**src/rtl/cfg_loader_pkg.sv**
```systemverilog
package cfg_loader_pkg;

  typedef enum logic {
    ST_IDLE = 1'b0,
    ST_READ = 1'b1
  } ld_state_t;

  // One byte of MSB-first CRC update with an 8-bit truncated polynomial.
  function automatic logic [7:0] crc8_byte(input logic [7:0] crc_in,
                                            input logic [7:0] din,
                                            input logic [7:0] poly);
    logic [7:0] c;
    c = crc_in;
    for (int b = 7; b >= 0; b--) begin
      if (c[7] != din[b]) c = {c[6:0], 1'b0} ^ poly;
      else                c = {c[6:0], 1'b0};
    end
    return c;
  endfunction

endpackage

```
**src/rtl/cfg_reload_qual.sv**
```systemverilog
module cfg_reload_qual #(
  parameter int HOLD_MIN = 4
) (
  input  logic clk,
  input  logic rst,
  input  logic lvl,
  output logic fire
);
  localparam int CW = $clog2(HOLD_MIN + 1);

  logic [CW-1:0] hi_cnt;

  always_ff @(posedge clk) begin
    if (rst) hi_cnt <= '0;
    else if (lvl) hi_cnt <= (hi_cnt == CW'(HOLD_MIN)) ? hi_cnt : hi_cnt + 1'b1;
    else hi_cnt <= '0;
  end

  // Low now, after a saturated run of high samples: a qualified falling edge.
  assign fire = !lvl && (hi_cnt == CW'(HOLD_MIN));
endmodule

```
**src/rtl/cfg_crc8.sv**
```systemverilog
module cfg_crc8 #(
  parameter logic [7:0] POLY = 8'h1D,
  parameter logic [7:0] INIT = 8'h01
) (
  input  logic       clk,
  input  logic       rst,
  input  logic       clr,
  input  logic       en,
  input  logic [7:0] din,
  output logic [7:0] crc
);
  import cfg_loader_pkg::*;

  always_ff @(posedge clk) begin
    if (rst || clr) crc <= INIT;
    else if (en)    crc <= crc8_byte(crc, din, POLY);
  end
endmodule

```
**src/rtl/cfg_regfile.sv**
```systemverilog
module cfg_regfile #(
  parameter int NBYTES = 48,
  parameter int AW     = 6
) (
  input  logic              clk,
  input  logic              rst,
  input  logic              we,
  input  logic [AW-1:0]     waddr,
  input  logic [7:0]        wdata,
  output logic [NBYTES*8-1:0] q
);
  for (genvar i = 0; i < NBYTES; i++) begin : g_byte
    always_ff @(posedge clk) begin
      if (rst) q[8*i +: 8] <= '0;
      else if (we && waddr == AW'(i)) q[8*i +: 8] <= wdata;
    end
  end
endmodule

```
**src/rtl/cfg_loader.sv**
```systemverilog
module cfg_loader #(
  parameter int          IMG_BYTES = 48,
  parameter int          MAX_TRIES = 4,
  parameter int          HOLD_MIN  = 4,
  parameter int          ADDR_W    = 8,
  parameter logic [6:0]  DEV_ID    = 7'h50,
  parameter logic [7:0]  CRC_POLY  = 8'h1D,
  parameter logic [7:0]  CRC_INIT  = 8'h01
) (
  input  logic                   clk,
  input  logic                   rst,
  input  logic                   err_lvl,
  output logic                   rd_valid,
  input  logic                   rd_ready,
  output logic [6:0]             rd_dev,
  output logic [ADDR_W-1:0]      rd_addr,
  input  logic [7:0]             rd_data,
  input  logic                   rd_nack,
  output logic                   busy,
  output logic                   done,
  output logic                   err,
  output logic                   tri_en,
  output logic [IMG_BYTES*8-1:0] cfg_regs
);
  import cfg_loader_pkg::*;

  localparam int AW   = $clog2(IMG_BYTES);
  localparam int TW   = $clog2(MAX_TRIES + 1);
  localparam logic [AW-1:0] LAST = AW'(IMG_BYTES - 1);

  ld_state_t     state;
  logic [AW-1:0] addr;
  logic [TW-1:0] fails;
  logic [7:0]    crc;
  logic          fire, hs, last, good, bad, start;

  cfg_reload_qual #(.HOLD_MIN(HOLD_MIN)) u_qual (
    .clk(clk), .rst(rst), .lvl(err_lvl), .fire(fire)
  );

  assign hs    = rd_valid && rd_ready;
  assign last  = (addr == LAST);
  assign good  = hs && !rd_nack && last && (crc == rd_data);
  assign bad   = hs && (rd_nack || (last && crc != rd_data));
  assign start = (state == ST_IDLE) && fire;

  cfg_crc8 #(.POLY(CRC_POLY), .INIT(CRC_INIT)) u_crc (
    .clk(clk), .rst(rst), .clr(start || bad),
    .en(hs && !rd_nack && !last), .din(rd_data), .crc(crc)
  );

  cfg_regfile #(.NBYTES(IMG_BYTES), .AW(AW)) u_regs (
    .clk(clk), .rst(rst), .we(hs && !rd_nack),
    .waddr(addr), .wdata(rd_data), .q(cfg_regs)
  );

  always_ff @(posedge clk) begin
    if (rst) begin
      state  <= ST_READ;
      addr   <= '0;
      fails  <= '0;
      done   <= 1'b0;
      err    <= 1'b0;
      tri_en <= 1'b0;
    end else begin
      case (state)
        ST_IDLE: if (fire) begin
          state <= ST_READ;
          addr  <= '0;
          fails <= '0;
          done  <= 1'b0;
        end
        ST_READ: begin
          if (good) begin
            state  <= ST_IDLE;
            done   <= 1'b1;
            err    <= 1'b0;
            tri_en <= 1'b0;
            fails  <= '0;
          end else if (bad) begin
            addr <= '0;
            if (fails == TW'(MAX_TRIES - 1)) begin
              state  <= ST_IDLE;
              err    <= 1'b1;
              tri_en <= 1'b1;
            end else begin
              fails <= fails + 1'b1;
            end
          end else if (hs) begin
            addr <= addr + 1'b1;
          end
        end
        default: state <= ST_IDLE;
      endcase
    end
  end

  assign rd_valid = (state == ST_READ);
  assign busy     = (state == ST_READ);
  assign rd_dev   = DEV_ID;
  assign rd_addr  = ADDR_W'(addr);
endmodule

```
**config.mk**
```make
export PLATFORM = sky130hd
export DESIGN_NAME = cfg_loader
export DESIGN_NICKNAME = d
export VERILOG_FILES = /design/src/rtl/cfg_loader_pkg.sv /design/src/rtl/cfg_reload_qual.sv /design/src/rtl/cfg_crc8.sv /design/src/rtl/cfg_regfile.sv /design/src/rtl/cfg_loader.sv
export SDC_FILE = /design/constraint.sdc
export NUM_CORES = 1
export LEC_CHECK = 0
export CAP_MARGIN = 20
export CORE_MARGIN = 3
export CORE_UTILIZATION = 39
export DETAILED_ROUTE_END_ITERATION = 8
export MAX_ROUTING_LAYER = met4
export PLACE_DENSITY = 0.65
export SETUP_SLACK_MARGIN = 0.2
export SLEW_MARGIN = 0
export SYNTH_ARGS = -nofsm -noshare
export SYNTH_HDL_FRONTEND = slang
export SYNTH_SLANG_ARGS = --single-unit
```
**constraint.sdc**
```tcl
create_clock -name clk -period 2.85 [get_ports clk]
set_clock_uncertainty 0.05 [all_clocks]
set_input_delay 0.285 -clock clk [delete_from_list [all_inputs] [get_ports clk]]
set_output_delay 0.285 -clock clk [all_outputs]
set_load 0.01 [all_outputs]
```
==> impl_metrics.env, run 1 <==
export IMPL_status="completed"
export IMPL_post_synth_top_area_fraction_pct=52.96
export IMPL_post_route_cells_drive_above_1_share_pct=8.574
export IMPL_boundaryPins=417
export IMPL_die_w_um=204.6
export IMPL_reg2reg_depth=6
export IMPL_cts_tree="done"
export IMPL_netlist_top_cells_area="dfxtp_1 (53%), mux2i_1 (24%), nor2_1 (9.5%)"
export IMPL_diodes=0
export IMPL_timing_reg2reg_setup_slack_ps=370
export IMPL_post_cts_repair_timing_setup_buffer_count=0
export IMPL_timing_final_setup_violations=0
export IMPL_maxClockFrequency_ghz=0.4028
export IMPL_cts_sinks=407
export IMPL_number_of_levels_the_h_tree_was_split_into=2
export IMPL_critPathMaxFanout=13
export IMPL_remaining_drc_errors=0
export IMPL_maxSlewViolCount=0
export IMPL_cts_resized_gates=0
export IMPL_initial_utilization_pct=39.63
export IMPL_min_delay_path_class="in -> reg"
export IMPL_gp_routability_congestion=0.7731
export IMPL_drt_wl_total_um=49200
export IMPL_hold_viol=0
export IMPL_synth_largest_area_cell="dfxtp_1"
export IMPL_cts_inserted_buffers=44
export IMPL_final_instance_count_excl_fill=2454
export IMPL_cp_data_required_time_ps=3220
export IMPL_routed_wire_length_per_instance_um=20.05
export IMPL_grt_overflow_total=0
export IMPL_nets_finish=1931
export IMPL_synth_distinct_cells=48
export IMPL_worst_slew_pin_slew_ps=847.4
export IMPL_worst_setup_path_end_kind="flop"
export IMPL_synth_enable_flop_cells=0
export IMPL_post_synth_cell_area_avg_um2=10.14
export IMPL_critical_path_top_delay_family="simple AND/OR/NAND/NOR gates"
export IMPL_worst_ep_arrival_time_ps=2850
export IMPL_maxCapViolCount=0
export IMPL_detail_route_antenna_nets=0
export IMPL_synth_cells_most_frequent="dfxtp_1 (407), nor2_1 (391), mux2i_1 (371), clkbuf_1 (92), nand2_1 (49)"
export IMPL_grt_setup_unrepaired="true"
export IMPL_synth_ff_latch_count=407
export IMPL_critical_path_startpoint="busy$_SDFF_PP1_"
export IMPL_post_place_cells=2382
export IMPL_power_density_nw_per_um2=557.8
export IMPL_drtPass1Iterations=5
export IMPL_grtUsageTotal_pct=23.65
export IMPL_worst_vdd_ir_mv=0.5430
export IMPL_worstPathBufferInverterCount=1
export IMPL_clk_root_buffer_cell="clkbuf_16"
export IMPL_cts_path_max_buffers=3
export IMPL_synth_yosys_warnings=0
export IMPL_crit_path_top_delay_cell="dfxtp_1"
export IMPL_dpl_hpwl_um=31830
export IMPL_port_buffers=407
export IMPL_die_height_um=204.6
export IMPL_postSynth_topFlopCell="dfxtp_1"
export IMPL_grt_max_degree=149
export IMPL_worst_setup_hold_path_clk_slew_ps=60
export IMPL_maxSlewHeadroom_pct=43.51
export IMPL_fin_tns_setup_ps=0
export IMPL_layout_core_utilization_pct=55.13
export IMPL_core_rowCount=72
export IMPL_final_period_minus_worst_setup_slack_ps=2483
export IMPL_hold_worst_slack_ps=87.91
export IMPL_insertion_delay_ps=570
export IMPL_worstReg2RegEnd="u_regs.q[32]$_SDFFE_PP0P_"
export IMPL_finalCritPeriodShare_pct=87.11
export IMPL_synth_cell_area_um2=15390
export IMPL_synth_seq_area_share_pct=52.96
export IMPL_min_delay_path_depth=2
export IMPL_vias_in_the_first_global_route=11667
export IMPL_synthToLayoutAreaGrowth_pct=39.13
export IMPL_detailroute_via_count=11972
export IMPL_post_synthesis_cell_count=1518
export IMPL_critPathLaunchType="flop"
export IMPL_synth_async_sr_flop_share_pct=0
export IMPL_reg_to_reg_critical_path_startpoint="busy$_SDFF_PP1_"
export IMPL_cts_hold_fix_buffers=0
export IMPL_yosys_cell_count_top_type="dfxtp_1"
export IMPL_dr_first_iter_drc_count=683
export IMPL_worstSetupPathType="reg -> reg"
export IMPL_grt_first_pass_wirelength_um=73820
export IMPL_power_static_leakage_nw=8.600
export IMPL_antenna_found_initial=0
export IMPL_fp_coreArea_um2=38830
export IMPL_avgViaCountPerCell=4.879
export IMPL_timing_hold_worst_start="rst"
export IMPL_holdPathEnd="u_regs.q[327]$_SDFFE_PP0P_"
export IMPL_worst_path_largest_cell_delay_ps=610
export IMPL_design_die_area_um2=41870
export IMPL_crit_chain="nand3b_4, or3_2, buf_4, nor2_2, mux2i_1, nor2_1"
cell usage in the layout (no fill, tap or decap), drive strengths merged, types with 2 or more instances in the layout:
| cell | n |
|---|---|
| dfxtp | 407 |
| nand2b | 2 |
| nor4 | 2 |
| xor2 | 11 |
| or2 | 2 |
| nor3b | 2 |
| conb | 9 |
| nand2 | 49 |
| nand3 | 27 |
| o21a | 2 |
| or3 | 3 |
| clkdlybuf4s50 | 398 |
| a21oi | 21 |
| o21ba | 2 |
| o21ai | 12 |
| buf | 62 |
| nor3 | 7 |
| clkbuf | 66 |
| mux2i | 371 |
| ha | 8 |
| or3b | 2 |
| clkinv | 3 |
| nor2b | 3 |
| inv | 9 |
| a31oi | 3 |
| nor2 | 416 |
| xnor3 | 2 |
| xnor2 | 18 |
| a211oi | 5 |
logic make-up after synthesis:
kind of cell | synth area share (%)
AOI/OAI and AO/OA | 1.976
muxes | 24.21
adders and majority gates | 0.6506
xor gates and xnor gates | 2.196
buffers and inverters | 3.570
DFF | 52.96
other | 0.04881
and+or+nand+nor | 14.39
worst reg2reg max path: stages, from the launching register on:
cell      delay, ps
dfxtp_1         610
nand3b_4        180
or3_2           460
buf_4           260
nor2_2          490
mux2i_1         250
nor2_1           50
registers in the layout, indices dropped and copies added (netlist names):
register / cells
addr: 6
busy: 1
done: 1
fails: 3
tri_en: 1
u_crc.crc: 8
u_qual.hi_cnt: 3
u_regs.q: 384
how the worst max path moves through the flow:
stage / slack [ps] / depth (start not counted) / to
floorplan: 600 / 9 / addr[2]$_SDFFE_PP0P_
global placement: 230 / 7 / u_regs.q[37]$_SDFFE_PP0P_
detailed placement: 170 / 7 / u_regs.q[46]$_SDFFE_PP0P_
CTS: 350 / 6 / u_regs.q[35]$_SDFFE_PP0P_
global route: 190 / 6 / u_regs.q[46]$_SDFFE_PP0P_
finish: 370 / 6 / u_regs.q[32]$_SDFFE_PP0P_
stage by stage:
step | worst slack, ps | area [µm²] | total power (W)
floorplan | 602.8 | 15410 | 0.006314
global placement | 226.8 | 20010 | 0.006490
detailed placement | 173.8 | 20010 | 0.006493
CTS | 350.4 | 21410 | 0.01208
global route | 187.2 | 21410 | 0.01235
finish | 367.3 | 21410 | 0.01194
metal layers:
layer / vias up / routed length, µm / share of wire [%] / global-route usage, %
li1: 5785 / - / - / -
met4: 0 / 1475 / 3.0 / 7.864
met5: - / 0 / 0 / -
met2: 349 / 23420 / 48 / 37.88
met3: 78 / 3422 / 7.0 / 6.166
met1: 5760 / 20880 / 42 / 29.15
power breakdown:
| part | internal (W) | switching (W) |
|---|---|---|
| registers | 0.00572 | 0.0000209 |
| clock network | 0.00330 | 0.00228 |
| logic | 0.000222 | 0.000406 |
| total | 0.00924 | 0.00270 |
area by class of cell:
type | count | area [µm²]
clock buffer | 66 | 1335
clock inverter | 6 | 66.31
fill | 3478 | 17420
inverter | 7 | 26.28
multi-input combinational | 990 | 6721
sequential | 407 | 8148
tap | 518 | 648.1
timing repair buffer | 460 | 4462
No activity file was read; power rests on OpenSTA's default activity.
==> run 2, diff against run 1 <==
- GPL_TIMING_DRIVEN: unset -> 0
- MAX_ROUTING_LAYER: met4 -> unset
==> run 2 against run 1 <==
  * Cell count rose by 2.6%
  * Sequential power about the same
  * Critical path depth up 1
  * Non-clock buffer count increased by 63
  * Clock power fell by 4%
  * Die area is the same
  * Worst setup slack worse by 150 ps
  * Cell area is 0.48% higher
  * Critical path type unchanged
  * Critical endpoint is now u_regs.q[325]$_SDFFE_PP0P_
==> impl_metrics.env, run 2 (same netlist as run 1, synthesis figures left out) <==
export IMPL_status="completed"
export IMPL_worst_ep_arrival_time_ps=3000
export IMPL_timing_final_setup_violations=0
export IMPL_critPathLaunchType="flop"
export IMPL_final_period_minus_worst_setup_slack_ps=2631
export IMPL_diodes=0
export IMPL_hold_worst_slack_ps=342.0
export IMPL_grt_overflow_total=0
export IMPL_multiInputGateArea_um2=6797
export IMPL_worstReg2RegEnd="u_regs.q[325]$_SDFFE_PP0P_"
export IMPL_power_density_nw_per_um2=548.9
export IMPL_cts_sinks=407
export IMPL_boundaryPins=417
export IMPL_detail_route_antenna_nets=0
export IMPL_maxSlewViolCount=0
export IMPL_initial_utilization_pct=39.63
export IMPL_worst_setup_path_end_kind="flop"
export IMPL_cp_data_required_time_ps=3220
export IMPL_grt_setup_unrepaired="true"
export IMPL_timing_reg2reg_setup_slack_ps=220
export IMPL_cts_tree="done"
export IMPL_hold_viol=0
export IMPL_fin_tns_setup_ps=0
export IMPL_post_route_cells_drive_above_1_share_pct=7.054
export IMPL_setup_ws_ps=219.0
export IMPL_dpl_hpwl_um=38120
export IMPL_min_delay_path_class="in -> reg"
export IMPL_worst_setup_hold_path_clk_slew_ps=60
export IMPL_port_buffers=400
export IMPL_largest_register_ff_count=384
export IMPL_detailroute_via_count=12340
export IMPL_worst_vdd_ir_mv=0.4677
export IMPL_cts_inserted_buffers=43
export IMPL_reg_to_reg_critical_path_startpoint="addr[0]$_SDFFE_PP0P_"
export IMPL_critPathMaxFanout=9
export IMPL_routed_wire_length_per_instance_um=20.89
export IMPL_die_height_um=204.6
export IMPL_reg2reg_depth=7
export IMPL_fp_coreArea_um2=38830
export IMPL_layout_cells_most_common="dfxtp_1"
export IMPL_register_containing_the_most_flip_flops_in_the_final_layout="u_regs.q"
export IMPL_grt_first_pass_wirelength_um=77400
export IMPL_grtUsageTotal_pct=24.30
export IMPL_dr_first_iter_drc_count=638
export IMPL_filler_cell_count=3456
export IMPL_vias_in_the_first_global_route=12235
export IMPL_avgViaCountPerCell=4.903
export IMPL_grt_max_degree=14
export IMPL_clk_root_buffer_cell="clkbuf_16"
export IMPL_nets_finish=1993
export IMPL_ff_latch_area_um2=8148
export IMPL_power_static_leakage_nw=8.524
export IMPL_finalCritPeriodShare_pct=92.32
export IMPL_worstSetupPathType="reg -> reg"
export IMPL_synthToLayoutAreaGrowth_pct=39.81
export IMPL_cts_hold_fix_buffers=0
export IMPL_maxClockFrequency_ghz=0.3801
export IMPL_worst_slew_pin_slew_ps=987.7
export IMPL_maxCapViolCount=0
export IMPL_insertion_delay_ps=540
export IMPL_place_ws_ps=-302.2
export IMPL_design_die_area_um2=41870
export IMPL_cp_endpoint="u_regs.q[325]$_SDFFE_PP0P_"
export IMPL_mostFrequentLayoutCells="dfxtp_1 (407), clkdlybuf4s50_1 (400), nor2_1 (390), mux2i_1 (371), clkbuf_1 (99)"
export IMPL_core_rowCount=72
export IMPL_drt_wl_total_um=52590
export IMPL_antenna_found_initial=0
export IMPL_drtPass1Iterations=5
export IMPL_critical_path_startpoint="addr[0]$_SDFFE_PP0P_"
export IMPL_biggestRegsByFlops="u_regs.q: 384 flops, u_crc.crc: 8 flops, addr: 6 flops"
export IMPL_number_of_levels_the_h_tree_was_split_into=2
export IMPL_cts_path_max_buffers=3
export IMPL_remaining_drc_errors=0
export IMPL_die_w_um=204.6
export IMPL_gp_routability_congestion=0.8324
export IMPL_maxSlewHeadroom_pct=34.16
-- run 2: cell count changes in the layout (fill, tap and decap cells not counted), sizes merged --
cell,change
clkinv,+3
clkdlybuf4s50,+2
clkinvlp,+2
clkbuf,+90
inv,-1
buf,-32
bufinv,-1
-- run 2: critical path, cell delays in order, from the launching register on --
cell,delay (ps)
dfxtp_1,360
inv_1,140
ha_1,160
clkbuf_1,600
nand2_1,270
nor2_2,590
mux2i_1,270
nor2_1,50
-- run 2: metal layers --
metal | global-route usage (%) | routed length (µm)
met1 | 30.27 | 21860
met2 | 40.05 | 24760
met5 | 0 | 0
met3 | 6.483 | 3999
met4 | 9.708 | 1968
-- run 2: worst min path at each step --
stage / start / endpoint / slack, ps / cells after the start
after detailed placement: u_regs.q[376]$_SDFFE_PP0N_ / u_regs.q[376]$_SDFFE_PP0N_ / 400 / 2
final: rst / u_qual.hi_cnt[0]$_SDFFE_PP0P_ / 340 / 3
after floorplan: u_qual.hi_cnt[1]$_SDFFE_PP0P_ / u_qual.hi_cnt[1]$_SDFFE_PP0P_ / 410 / 2
after global placement: u_regs.q[379]$_SDFFE_PP0N_ / u_regs.q[379]$_SDFFE_PP0N_ / 390 / 2
after CTS: rst / u_crc.crc[4]$_SDFFE_PP0P_ / 310 / 4
after global routing: rst / u_qual.hi_cnt[1]$_SDFFE_PP0P_ / 350 / 3
-- run 2: through the flow --
step | std cells | power, W | area [µm²] | utilization, %
after floorplan | 1525 | 0.006314 | 15410 | -
after global routing | 2517 | 0.01218 | 21510 | 55.40
after global placement | 2443 | 0.006533 | 20060 | 51.68
after detailed placement | 2443 | 0.006540 | 20060 | 51.68
final | 2517 | 0.01181 | 21510 | 55.40
after CTS | 2516 | 0.01191 | 21420 | 55.16
-- run 2: final cells by class --
type | instances | area share [%]
plain buffers | 121 | 2.443
clock buffers | 63 | 5.956
clock inverters | 9 | 0.2501
inverters | 7 | 0.1222
multi-input cells | 990 | 31.60
flip-flops and latches | 407 | 37.88
well taps | 518 | 3.013
repair buffers | 402 | 18.74
-- run 2: timing repair --
item,CTS,global route
setup endpoints to repair,95,136
gates resized for setup,2,15
pin swaps,1,1
buffers inserted,1,1
endpoints found under the hold margin,0,0
-- run 2: report_power, final --
part / total, W / leakage [nW] / internal, W / switching (W)
Combinational: 0.000688 / 4.59 / 0.000237 / 0.000451
Sequential: 0.00574 / 3.28 / 0.00571 / 0.0000215
Clock: 0.00538 / 0.660 / 0.00310 / 0.00229
